File: config.mk
export PLATFORM = sky130hd
export DESIGN_NAME = vmentry_fail_reporter
export DESIGN_NICKNAME = d
export VERILOG_FILES = /design/src/rtl/vefr_pkg.sv /design/src/rtl/vefr_qual_enc.sv /design/src/rtl/vefr_mc_route.sv /design/src/rtl/vefr_capture.sv /design/src/rtl/vmentry_fail_reporter.sv
export SDC_FILE = /design/constraint.sdc
export NUM_CORES = 1
export LEC_CHECK = 0
export ABC_AREA = 1
export CAP_MARGIN = 20
export CORE_ASPECT_RATIO = 1.1
export CORE_MARGIN = 5
export CORE_UTILIZATION = 37
export DETAILED_ROUTE_END_ITERATION = 8
export PLACE_DENSITY_LB_ADDON = 0.15
export REMOVE_ABC_BUFFERS = 1
export SYNTH_ARGS = -nofsm -noshare
export SYNTH_HDL_FRONTEND = slang
export SYNTH_SLANG_ARGS = --single-unit
File: constraint.sdc
create_clock -name clk -period 1.03 [get_ports clk]
set_input_delay 0.103 -clock clk [delete_from_list [all_inputs] [get_ports clk]]
set_output_delay 0.103 -clock clk [all_outputs]
set_load 0.005 [all_outputs]
File: src/rtl/vefr_pkg.sv
package vefr_pkg;
  typedef enum logic [1:0] {
    MCP_NONE      = 2'd0,
    MCP_EXCEPTION = 2'd1,
    MCP_SHUTDOWN  = 2'd2,
    MCP_ENTRYFAIL = 2'd3
  } mc_path_e;

  localparam logic [15:0] RSN_GUEST = 16'd33;
  localparam logic [15:0] RSN_MSR   = 16'd34;
  localparam logic [15:0] RSN_MC    = 16'd41;
  localparam int          GS_BASE   = 2;
endpackage

File: src/rtl/vefr_qual_enc.sv
module vefr_qual_enc #(
  parameter int NSUB = 3,
  parameter int QW   = 32
) (
  input  logic [NSUB-1:0] sub,
  output logic [QW-1:0]   qual
);
  import vefr_pkg::*;
  always_comb begin
    qual = '0;
    for (int i = NSUB - 1; i >= 0; i--) begin
      if (sub[i]) qual = QW'(i + GS_BASE);
    end
  end
endmodule

File: src/rtl/vefr_mc_route.sv
module vefr_mc_route (
  input  logic              guest_loaded,
  input  logic              mce_enable,
  output vefr_pkg::mc_path_e path
);
  import vefr_pkg::*;
  always_comb begin
    if (guest_loaded)    path = MCP_ENTRYFAIL;
    else if (mce_enable) path = MCP_EXCEPTION;
    else                 path = MCP_SHUTDOWN;
  end
endmodule

File: src/rtl/vefr_capture.sv
module vefr_capture #(
  parameter int QW    = 32,
  parameter int IDX_W = 8
) (
  input  logic             clk,
  input  logic             rst,
  input  logic             clear_start,
  input  logic             commit,
  input  logic             mc_fail,
  input  logic             msr_fail,
  input  logic [IDX_W-1:0] msr_index,
  input  logic             gs_fail,
  input  logic [QW-1:0]    gs_qual,
  output logic             pend_valid,
  output logic [15:0]      pend_code,
  output logic [QW-1:0]    pend_qual
);
  import vefr_pkg::*;
  logic            any;
  logic [15:0]     c_code;
  logic [QW-1:0]   c_qual;

  always_comb begin
    any    = mc_fail | msr_fail | gs_fail;
    c_code = RSN_GUEST;
    c_qual = gs_qual;
    if (mc_fail) begin
      c_code = RSN_MC;
      c_qual = '0;
    end else if (msr_fail) begin
      c_code = RSN_MSR;
      c_qual = QW'(msr_index) + QW'(1);
    end
  end

  always_ff @(posedge clk) begin
    if (rst) begin
      pend_valid <= 1'b0;
      pend_code  <= '0;
      pend_qual  <= '0;
    end else if (commit) begin
      pend_valid <= 1'b0;
    end else if (clear_start || (!pend_valid && any)) begin
      pend_valid <= any;
      pend_code  <= c_code;
      pend_qual  <= c_qual;
    end
  end
endmodule

File: src/rtl/vmentry_fail_reporter.sv
module vmentry_fail_reporter #(
  parameter int NSUB  = 3,
  parameter int QW    = 32,
  parameter int IDX_W = 8
) (
  input  logic             clk,
  input  logic             rst,
  input  logic             entry_start,
  input  logic             nmi_block_in,
  input  logic             guest_loaded,
  input  logic             mce_enable,
  input  logic             gs_fail,
  input  logic [NSUB-1:0]  gs_subcause,
  input  logic             msr_fail,
  input  logic [IDX_W-1:0] msr_index,
  input  logic             mc_event,
  input  logic             commit,
  output logic [31:0]      exit_reason,
  output logic [QW-1:0]    exit_qual,
  output logic             nmi_block_out,
  output logic [1:0]       mc_path,
  output logic             host_reload_go,
  output logic             done
);
  import vefr_pkg::*;
  localparam int RSV_W = 32 - 16 - 1;

  logic [QW-1:0] gs_qual;
  mc_path_e      route;
  logic          pend_valid;
  logic [15:0]   pend_code;
  logic [QW-1:0] pend_qual;
  logic          nmi_snap;
  logic          wr;

  vefr_qual_enc #(.NSUB(NSUB), .QW(QW)) u_enc (
    .sub(gs_subcause), .qual(gs_qual)
  );

  vefr_mc_route u_route (
    .guest_loaded(guest_loaded), .mce_enable(mce_enable), .path(route)
  );

  vefr_capture #(.QW(QW), .IDX_W(IDX_W)) u_cap (
    .clk(clk), .rst(rst), .clear_start(entry_start), .commit(commit),
    .mc_fail(mc_event & guest_loaded), .msr_fail(msr_fail),
    .msr_index(msr_index), .gs_fail(gs_fail), .gs_qual(gs_qual),
    .pend_valid(pend_valid), .pend_code(pend_code), .pend_qual(pend_qual)
  );

  assign wr = commit & pend_valid;

  always_ff @(posedge clk) begin
    if (rst) begin
      exit_reason    <= '0;
      exit_qual      <= '0;
      nmi_block_out  <= 1'b0;
      nmi_snap       <= 1'b0;
      mc_path        <= MCP_NONE;
      host_reload_go <= 1'b0;
      done           <= 1'b0;
    end else begin
      host_reload_go <= wr;
      done           <= host_reload_go;
      if (entry_start) nmi_snap <= nmi_block_in;
      if (mc_event)         mc_path <= route;
      else if (entry_start) mc_path <= MCP_NONE;
      if (wr) begin
        exit_reason   <= {1'b1, {RSV_W{1'b0}}, pend_code};
        exit_qual     <= pend_qual;
        nmi_block_out <= nmi_snap;
      end
    end
  end
endmodule

Word-level counts from Yosys, hierarchy flattened
Index checks and enable logic that the tools add are counted.
Storage, ports and cells
  bits in registers: 104
  output and inout bits: 69
  logic and storage cells: 33
Operators by class
  bitwise operators: 5
  mux-type cells: 11
  reductions and logical operators: 6
  add/sub/neg operators: 1
Operator list (number)
  32-bit two-way mux: 2
  16-bit two-way mux: 1
  2-bit two-way mux: 5
  8-bit by 1-bit adder with 9-bit output, second input constant: 1
  3-bit two-way mux: 3
  1-bit bitwise AND: 2
  1-bit bitwise OR: 2
  2-bit AND reduction: 1
  2-bit nonzero test: 1
  2-bit OR reduction: 1
  1-bit logical AND: 1
  1-bit logical NOT: 1
  1-bit logical OR: 1
  1-bit inverter: 1

Longest topological paths before layout
Gate-level depths: netlist of run 1.
  depth after elaboration: 6
  depth in mapped cells: 9

Cells and area by module
Synthesis of run 1 repeated with hierarchy kept, for this count alone.
Unflattened totals
  cell total of the unflattened synthesis: 556
  area total of the unflattened synthesis: 4214.0 um2
By module, submodules not included
  vmentry_fail_reporter: times used 1, area an instance 2209.6 um2, cells each 260
  vefr_capture: times used 1, area an instance 1746.7 um2, cells each 257
  vefr_qual_enc: times used 1, area an instance 242.7 um2, cells each 35
  vefr_mc_route: times used 1, area an instance 15.0 um2, cells each 4

Least setup slack after synthesis of run 1
OpenSTA, ideal clock, no wires.
  path kind: register -> register
  start: reg u_cap.pend_valid
  end: reg u_cap.pend_qual[0]
  cell stages (with the launch flop): 8
  data required time: 915 ps
  setup slack: 33 ps
  buffers on the path: 0
  arrival time: 882 ps
  setup time: 115 ps
  cells stage by stage: dfxtp_1 > inv_2 > nor2_2 > nor2_4 > nand2_4 > inv_8 > o21ai_1 > nor2_1
Between the ends
  longest elaborated chain between the ends: 4
Ends and longest elaborated chain
  start, declared: line vefr_capture.sv:14  | output logic pend_valid,
  start signal, assigned: line vefr_capture.sv:44  | pend_valid <= any;
  1-bit logical NOT: line vefr_capture.sv:43  | end else if (clear_start || (!pend_valid && any)) begin
  1-bit logical AND: line vefr_capture.sv:43
  1-bit logical OR: line vefr_capture.sv:43
  2-bit AND reduction (no line)
  end signal, assigned: line vefr_capture.sv:46  | pend_qual <= c_qual;
  end, declared: line vefr_capture.sv:16  | output logic [QW-1:0] pend_qual
No other way between the ends.
A chain may end at the register's enable or synchronous reset.

Worst setup path after layout of run 1
  start: reg u_cap.pend_valid
  end: reg u_cap.pend_qual[6]
The elaborated chain is that of the path after synthesis.

==> summary.txt, run 1 <==
Floorplanning
  – Die width: 77.4 um
  – IO Count: 90
  – # rows: 27
  – Starting Density: 37.4%
  – Die H: 84.1 um
  – Core footprint: 4930 sq um
  – Die Footprint: 6510 sq um

Hold path
  – Min-delay worst type: input port to register

STA
  – Post-Route Skew: 0.00384 ns
  – Tmin final: 1.14 ns
  – Fin. Hold Viols: 0
  – Achievable Freq: 881 MHz
  – Final setup TNS: -0.872 ns
  – RSZ-0062 raised after global routing: true
  – WHS: 0.192 ns
  – # setup viols final: 13
  – Setup ws final: -0.105 ns
  – Final Max Slew Viols: 0
  – Period utilisation layout: 110%

Synthesis
  – Sequential fraction of the synthesis area: 36.9%
  – Synthesis-stage register bit count: 34
  – Post-synth cell types: 28
  – Synth warn: 0
  – Synth Cell Area: 1850 sq um
  – Post-Syn Instances: 254
  – Syn avg cell area: 7.27 sq um

Route
  – Routed wire per std cell: 10.4 um
  – Routed via count: 1575
  – Met1 WL: 1.53 mm
  – Top sig layer: met4
  – Length of the first detailed-routing pass in iterations: 2
  – DRC Markers: 0
  – Avg Vias per Cell: 4.22
  – 1st-iter DRT viols: 28
  – Final wirelength: 3.87 mm
  – Met3 wire len: 310 um
  – DR WL met2: 1.96 mm
  – Final ANT Viol Nets: 0

Finish
  – Final Core Density: 49.6%
  – Design Area, Final: 2450 sq um
  – Fin nets: 336
  – Fill cell count: 537
  – ANT cells: 0
  – Most frequent cells in the layout: conb_1 (50), nor2_1 (45), dfxtp_1 (32)
  – Area Overhead vs Synth: 32.5%
  – Most common cell after layout, fill and taps aside: conb_1
  – Layout cells sized above 1: 20.6%

Clock tree
  – Clock sink count: 34
  – CTS root buf: clkbuf_8
  – Hold buffer count at CTS: 0
  – CTS max path bufs: 2
  – Clock transition at the registers of the reported paths: 0.07 ns
  – CTS tree: done
  – Total CTS buffers: 5
  – H-tree levels: 2
  – Clock latency on the worst-skew pair: 0.28 ns

Pwr
  – Leak: 1.20 nW
  – Power Density: 1220 nW/um^2
  – VDD IR max: 525 uV

Worst setup path
  – WP buf/inv: 2
  – CP max stage delay: 0.32 ns
  – Critical setup path kind: register to register
  – Slowest CP cell: dfxtp_2
  – Max FO, Critical Path: 6
  – CP Cell Sequence: inv_2 -> nor2_4 -> nor2_4 -> nand2_8 -> inv_8 -> nor2_2 -> nor2_1 -> nor2_1
  – Data required time of the worst path: 1.21 ns
  – Critical path launch point type: register
  – CP Data Arrival Time: 1.31 ns
  – Element type at the critical path end: register
  – CP top delay family: simple AND/OR/NAND/NOR gates

Global routing
  – Total track usage: 11.6%
  – Gr ovfl total: 0
  – Initial antenna violation count: 0
  – First-pass GRT wire length: 6.18 mm
  – Pin count of the biggest net entering global routing: 22
  – Vias in the first global route: 1466

Placed design
  – Post-DP Area: 2240 sq um
  – Number of port buffers: 39
  – Gpl congestion: 0.795
  – HPWL Detailed: 2.98 mm

Flow run
  – Max-cap violation count: 0

Status
  – Violated checks: setup timing
  – Run status: complete, but fails checks
==> cell usage after synthesis <==
cell type  number  area, sq um
buf_2           2         10.0
inv_1          18         67.6
nand3_2         1         10.0
nand4_2         1         12.5
buf_4          51          383
inv_8           1         11.3
o21ai_0        17         85.1
nand2_1        27          101
nor2_1         50          188
conb_1          1         3.75
dfxtp_1        34          681
nand2_2         3         18.8
nand2_4         1         11.3
ha_1            1         12.5
nor4_1          1         6.26
o21ai_1         5         25.0
o21bai_1        2         15.0
nor2_4          1         11.3
inv_2           3         11.3
clkbuf_1        1         3.75
a21oi_2         1         8.76
nor2_2          6         37.5
nand4_1         1         6.26
nor3_1          2         10.0
clkbuf_2        1         5.00
nand3_1         7         35.0
or2_2           1         6.26
a21oi_1        14         70.1
==> logic make-up (layout without fill, tap and decap cells) <==
logic type / Yosys count / count (layout) / share of synthesized area [%]
AOI/OAI and AO/OA: 39 / 39 / 11.0
DFF: 34 / 34 / 36.9
and+or+nand+nor: 102 / 103 / 24.6
adders and majority gates: 1 / 1 / 0.677
buffers and inverters: 77 / 88 / 26.6
other: 1 / 50 / 0.203
==> routing by layer <==
layer	track usage [%]	up-vias
li1	-	816
met2	21.4	57
met3	2.59	6
met5	0	-
met4	4.69	0
met1	12.5	696
==> state kept, by name, summed over array words and instances (netlist names) <==
signal,flops
host_reload_go,1
nmi_snap,1
done,1
u_cap.pend_valid,1
mc_path,2
exit_qual,9
nmi_block_out,1
u_cap.pend_qual,9
u_cap.pend_code,4
exit_reason,5
==> power by group <==
part / leakage, nW / internal [mW] / switching (mW)
Sequential: 0.279 / 1.38 / 0.0278
Combinational: 0.878 / 0.250 / 0.310
Clock: 0.0472 / 0.537 / 0.481
Total: 1.20 / 2.17 / 0.819
==> through the flow <==
step | total power, mW | setup WS, ns | instances
floorplan | 1.68 | 0.0326 | 248
global placement | 1.96 | -0.403 | 362
detailed placement | 1.97 | -0.451 | 362
CTS | 2.99 | -0.0622 | 373
global route | 3.15 | -0.164 | 373
finish | 2.99 | -0.105 | 373
==> worst paths after layout <==
check	start	end	slack, ns	depth (start not counted)
hold reg to reg	host_reload_go$_SDFF_PP0_	done$_SDFF_PP0_	0.42	2
setup / recovery	u_cap.pend_valid$_SDFFE_PP0P_	u_cap.pend_qual[6]$_SDFFE_PP0P_	-0.11	8
setup reg to reg	u_cap.pend_valid$_SDFFE_PP0P_	u_cap.pend_qual[6]$_SDFFE_PP0P_	-0.11	8
hold / removal	commit	u_cap.pend_valid$_SDFFE_PP0P_	0.19	2
==> layout make-up <==
class / instances / area [sq um] / area share, %
timing repair buffer: 57 / 534 / 21.8
multi-input combinational: 193 / 966 / 39.5
sequential: 34 / 683 / 27.9
inverter: 22 / 90.1 / 3.68
timing repair inverter: 1 / 6.26 / 0.256
clock inverter: 2 / 12.5 / 0.511
tap: 58 / 72.6 / 2.97
clock buffer: 6 / 82.6 / 3.37
==> repair_timing <==
| item | 4_1_cts | 5_1_grt |
|---|---|---|
| endpoints found under the setup margin | 32 | 26 |
| setup buffers | 1 | 0 |
| pin swaps | 6 | 6 |
| resized for setup | 34 | 24 |
| gates cloned | 2 | 0 |
Power figures use the tool's default switching activity.
==> inputs of run 2 (changes only) <==
Settings changed: ABC_CLOCK_PERIOD_IN_PS set to 1030, CORE_UTILIZATION 37 to 48, SYNTH_HIERARCHICAL set to 1.
==> run 2 against run 1 <==
  * The flow still finishes with violations (setup timing)
  * Non-clock buffer count up 74
  * First-iteration DRC count rose to 5.6 times the previous value
  * Count of clock-buffer cells in the layout up 3
  * Routed wire length grew to 2.7 times the previous value
  * Synthesized area rose by 130%
  * Sequential power grew to 2.7 times the previous value
  * Flip-flop and latch count up 58
  * Register-to-register slack barely moved
  * Synthesized cell count rose by 120%
  * Power increased to 2.5 times the previous value
  * Global-route usage up 6.4 points
  * Clock skew grew 0.0082 ns
  * Critical path type unchanged
  * Critical endpoint is now u_cap/pend_qual[8]$_SDFFE_PP0P_
==> summary.txt, run 2 <==
Pwr
  – Clock Power Share: 33.3% (was 34.1%)
  – Overall power consumption: 7.53 mW (was 2.99 mW)
  – Logic pwr share: 15.8% (was 18.7%)
  – VDD IR max: 642 uV (was 525 uV)
  – Sw Ratio: 28.2% (was 27.4%)
  – Int Pwr: 5.41 mW (was 2.17 mW)
  – Power Density: 1290 nW/um^2 (was 1220 nW/um^2)
  – Part of the power in registers: 50.9% (was 47.2%)
  – P_sw: 2.12 mW (was 819 uW)
  – Leak: 2.47 nW (was 1.20 nW)

Worst setup path
  – CP startpoint: u_cap/pend_valid$_SDFFE_PP0P_ (was u_cap.pend_valid$_SDFFE_PP0P_)
  – Element type at the critical path end: register (unchanged)
  – R2r worst-path depth: 7 (was 8)
  – WP buf/inv: 2 (unchanged)
  – Critical path launch point type: register (unchanged)
  – RR Startpoint: u_cap/pend_valid$_SDFFE_PP0P_ (was u_cap.pend_valid$_SDFFE_PP0P_)
  – Slowest CP cell: dfxtp_4 (was dfxtp_2)
  – Critical setup path kind: register to register (unchanged)
  – Max FO, Critical Path: 7 (was 6)
  – Reg2reg setup slack: -0.09 ns (was -0.11 ns)
  – CP Cell Sequence: a21oi_4 -> nand2_4 -> inv_8 -> buf_6 -> nand2_2 -> nor2_1 -> nor2_1 (was inv_2 -> nor2_4 -> nor2_4 -> nand2_8 -> inv_8 -> nor2_2 -> nor2_1 -> nor2_1)
  – WP depth: 7 (was 8)
  – Reg-to-reg endpoint: u_cap/pend_qual[8]$_SDFFE_PP0P_ (was u_cap.pend_qual[6]$_SDFFE_PP0P_)
  – Data required time of the worst path: 1.28 ns (was 1.21 ns)
  – Crit path to: u_cap/pend_qual[8]$_SDFFE_PP0P_ (was u_cap.pend_qual[6]$_SDFFE_PP0P_)
  – CP Data Arrival Time: 1.37 ns (was 1.31 ns)
  – CP top delay family: flip-flops (was simple AND/OR/NAND/NOR gates)
  – Worst path most repeated cell: nor2_1
  – CP max stage delay: 0.38 ns (was 0.32 ns)

Floorplanning
  – Die width: 99.3 um (was 77.4 um)
  – Die Footprint: 10800 sq um (was 6510 sq um)
  – Die H: 108 um (was 84.1 um)
  – # rows: 35 (was 27)
  – IO Count: 90 (unchanged)
  – Core footprint: 8500 sq um (was 4930 sq um)
  – Starting Density: 49.6% (was 37.4%)

Flow run
  – Max-cap violation count: 0 (unchanged)

Clock tree
  – Clock latency on the worst-skew pair: 0.36 ns (was 0.28 ns)
  – H-tree levels: 3 (was 2)
  – Clock sink count: 92 (was 34)
  – CTS max path bufs: 2 (unchanged)
  – Total CTS buffers: 9 (was 5)
  – CTS root buf: clkbuf_8 (unchanged)
  – Clock transition at the registers of the reported paths: 0.09 ns (was 0.07 ns)
  – CTS tree: done (unchanged)

Global routing
  – Initial antenna violation count: 0 (unchanged)
  – Vias in the first global route: 3442 (was 1466)
  – First-pass GRT wire length: 16.0 mm (was 6.18 mm)
  – Total track usage: 18.0% (was 11.6%)
  – Gr ovfl total: 0 (unchanged)
  – Pin count of the biggest net entering global routing: 52 (was 22)

Finish
  – ANT cells: 0 (unchanged)
  – Register area: 1920 sq um (was 683 sq um)
  – Fin nets: 682 (was 336)
  – Fill cell count: 691 (was 537)
  – Multi-input gate area: 2280 sq um (was 966 sq um)
  – Layout cells sized above 1: 43.3% (was 20.6%)
  – Design Area, Final: 5840 sq um (was 2450 sq um)
  – Final Core Density: 68.7% (was 49.6%)
  – Area Overhead vs Synth: 38.5% (was 32.5%)
  – Most frequent cells in the layout: nand2_1 (67), nor2_1 (59), conb_1 (56) (was conb_1 (50), nor2_1 (45), dfxtp_1 (32))
  – Most common cell after layout, fill and taps aside: nand2_1 (was conb_1)
  – Largest regs: exit_qual: 32 flops, u_cap/pend_qual: 32 flops, exit_reason: 17 flops (was exit_qual: 9 flops, u_cap.pend_qual: 9 flops, exit_reason: 5 flops)

Synthesis
  – Post-synth top flop: dfxtp_1 (unchanged)
  – Area contributors post-synth: dfxtp_1 (44%), buf_4 (12%), nand2_1 (10%) (was dfxtp_1 (37%), buf_4 (21%), nor2_1 (10%))
  – Commonest cells post-synth: nand2_1 (112), dfxtp_1 (92), a21oi_1 (67), buf_4 (66), nor2_1 (62) (was buf_4 (51), nor2_1 (50), dfxtp_1 (34), nand2_1 (27), inv_1 (18))
  – Number of synthesized flops with an enable pin: 0 (unchanged)
  – Synth warn: 6 (was 0)
  – Synthesis-stage register bit count: 92 (was 34)
  – Post-synth ARST share: 0% (unchanged)
  – Post-synth cell types: 24 (was 28)
  – Most common cell in the netlist: nand2_1 (was buf_4)
  – Cell taking the most area after synthesis: dfxtp_1 (unchanged)
  – Syn avg cell area: 7.58 sq um (was 7.27 sq um)
  – Share of the synthesized area in the top cell type: 43.7% (was 36.9%)
  – Post-Syn Instances: 556 (was 254)
  – Synth Cell Area: 4210 sq um (was 1850 sq um)
  – Sequential fraction of the synthesis area: 43.7% (was 36.9%)

Hold path
  – Min-delay worst type: input port to register (unchanged)

STA
  – Period utilisation layout: 109% (was 110%)
  – WHS: 0.0372 ns (was 0.192 ns)
  – Achievable Freq: 890 MHz (was 881 MHz)
  – Final Max Slew Viols: 0 (unchanged)
  – Tmin final: 1.12 ns (was 1.14 ns)
  – Post-Route Skew: 0.0120 ns (was 0.00384 ns)
  – Final setup TNS: -3.43 ns (was -0.872 ns)
  – # setup viols final: 81 (was 13)
  – Setup ws final: -0.0940 ns (was -0.105 ns)
  – Fin. Hold Viols: 0 (unchanged)
  – RSZ-0062 raised after global routing: true (unchanged)

Placed design
  – HPWL Detailed: 6.08 mm (was 2.98 mm)
  – Post-DP Area: 4880 sq um (was 2240 sq um)
  – Gpl congestion: 0.828 (was 0.795)
  – Number of port buffers: 74 (was 39)

Route
  – 1st-iter DRT viols: 157 (was 28)
  – Final ANT Viol Nets: 0 (unchanged)
  – Length of the first detailed-routing pass in iterations: 4 (was 2)
  – Routed via count: 3740 (was 1575)
  – DRC Markers: 0 (unchanged)
  – Routed wire per std cell: 13.6 um (was 10.4 um)
  – Final wirelength: 10.6 mm (was 3.87 mm)
  – Avg Vias per Cell: 4.82 (was 4.22)

Status
  – Violated checks: setup timing (unchanged)
  – Run status: complete, but fails checks (unchanged)
[run 2: changes by cell type in the layout (fill, tap and decap cells not counted), moves of 31 or more]
cell / previous run / this run
dfxtp_2: 2 / 53
a21oi_2: 2 / 44
nand2_1: 25 / 67
clkbuf_2: 0 / 39
nand3_1: 7 / 46
nand2_4: 1 / 32
[run 2: worst min-delay path by stage]
stage / from / end / slack, ns / cells past startpoint
global placement: host_reload_go$_SDFF_PP0_ / done$_SDFF_PP0_ / 0.41 / 2
CTS: rst / exit_reason[31]$_SDFFE_PP0P_ / 0.04 / 2
detailed placement: host_reload_go$_SDFF_PP0_ / done$_SDFF_PP0_ / 0.42 / 2
floorplan: rst / exit_qual[17]$_SDFFE_PP0P_ / 0.17 / 1
finish: rst / exit_reason[31]$_SDFFE_PP0P_ / 0.04 / 2
global route: rst / exit_reason[31]$_SDFFE_PP0P_ / 0.03 / 2
[run 2: cells by family (layout without fill, tap and decap cells)]
family                     after synthesis  count (layout)  share of synthesized area (%)
other                                    3              56                          0.267
buffers and inverters                  117             173                           18.0
DFF                                     92              92                           43.7
and+or+nand+nor                        236             236                           24.5
AOI/OAI and AO/OA                      107             107                           13.2
adders and majority gates                1               1                          0.297
[run 2: worst reg2reg max path, delay by kind of cell, from the launching register on]
kind / cells / cell delay (ns)
compound gates: 1 / 0.14
buf+inv: 2 / 0.22
flops: 1 / 0.38
simple gates: 4 / 0.28
[run 2: layout make-up]
cell class                 instances  area share, %
clock inverter                     7           1.39
inverter                          26           1.80
multi-input combinational        400           39.1
tap                              111           2.38
timing repair buffer             131           20.4
sequential                        92           32.8
clock buffer                       9           2.12
[run 2: routing by layer]
layer  wire [um]  GRT usage [%]
met3         364           2.71
met2        5420           31.0
met4         158           6.83
met1        4620           22.7
met5           0              0
[run 2: stage by stage]
stage	cells	setup WS (ns)
after global routing	776	-0.157
after CTS	754	-0.0864
final	776	-0.0940
after global placement	731	-0.450
after detailed placement	731	-0.506
after floorplan	518	-1.41
[run 2: power groups by stage]
stage	Sequential (mW)	Combinational [mW]	Clock [mW]
CTS	3.82	1.01	2.56
finish	3.83	1.19	2.50
global placement	3.89	0.900	0
global route	3.85	1.31	2.72
detailed placement	3.89	0.922	0
floorplan	3.90	0.419	0
[run 2: repair_timing]
item | in CTS | in global routing
cloned | 3 | 6
endpoints found under the setup margin | 141 | 120
endpoints found under the hold margin | 0 | 0
gates resized for setup | 197 | 163
buffers inserted | 4 | 16
pin swaps | 5 | 29
hold buffers | 0 | 0
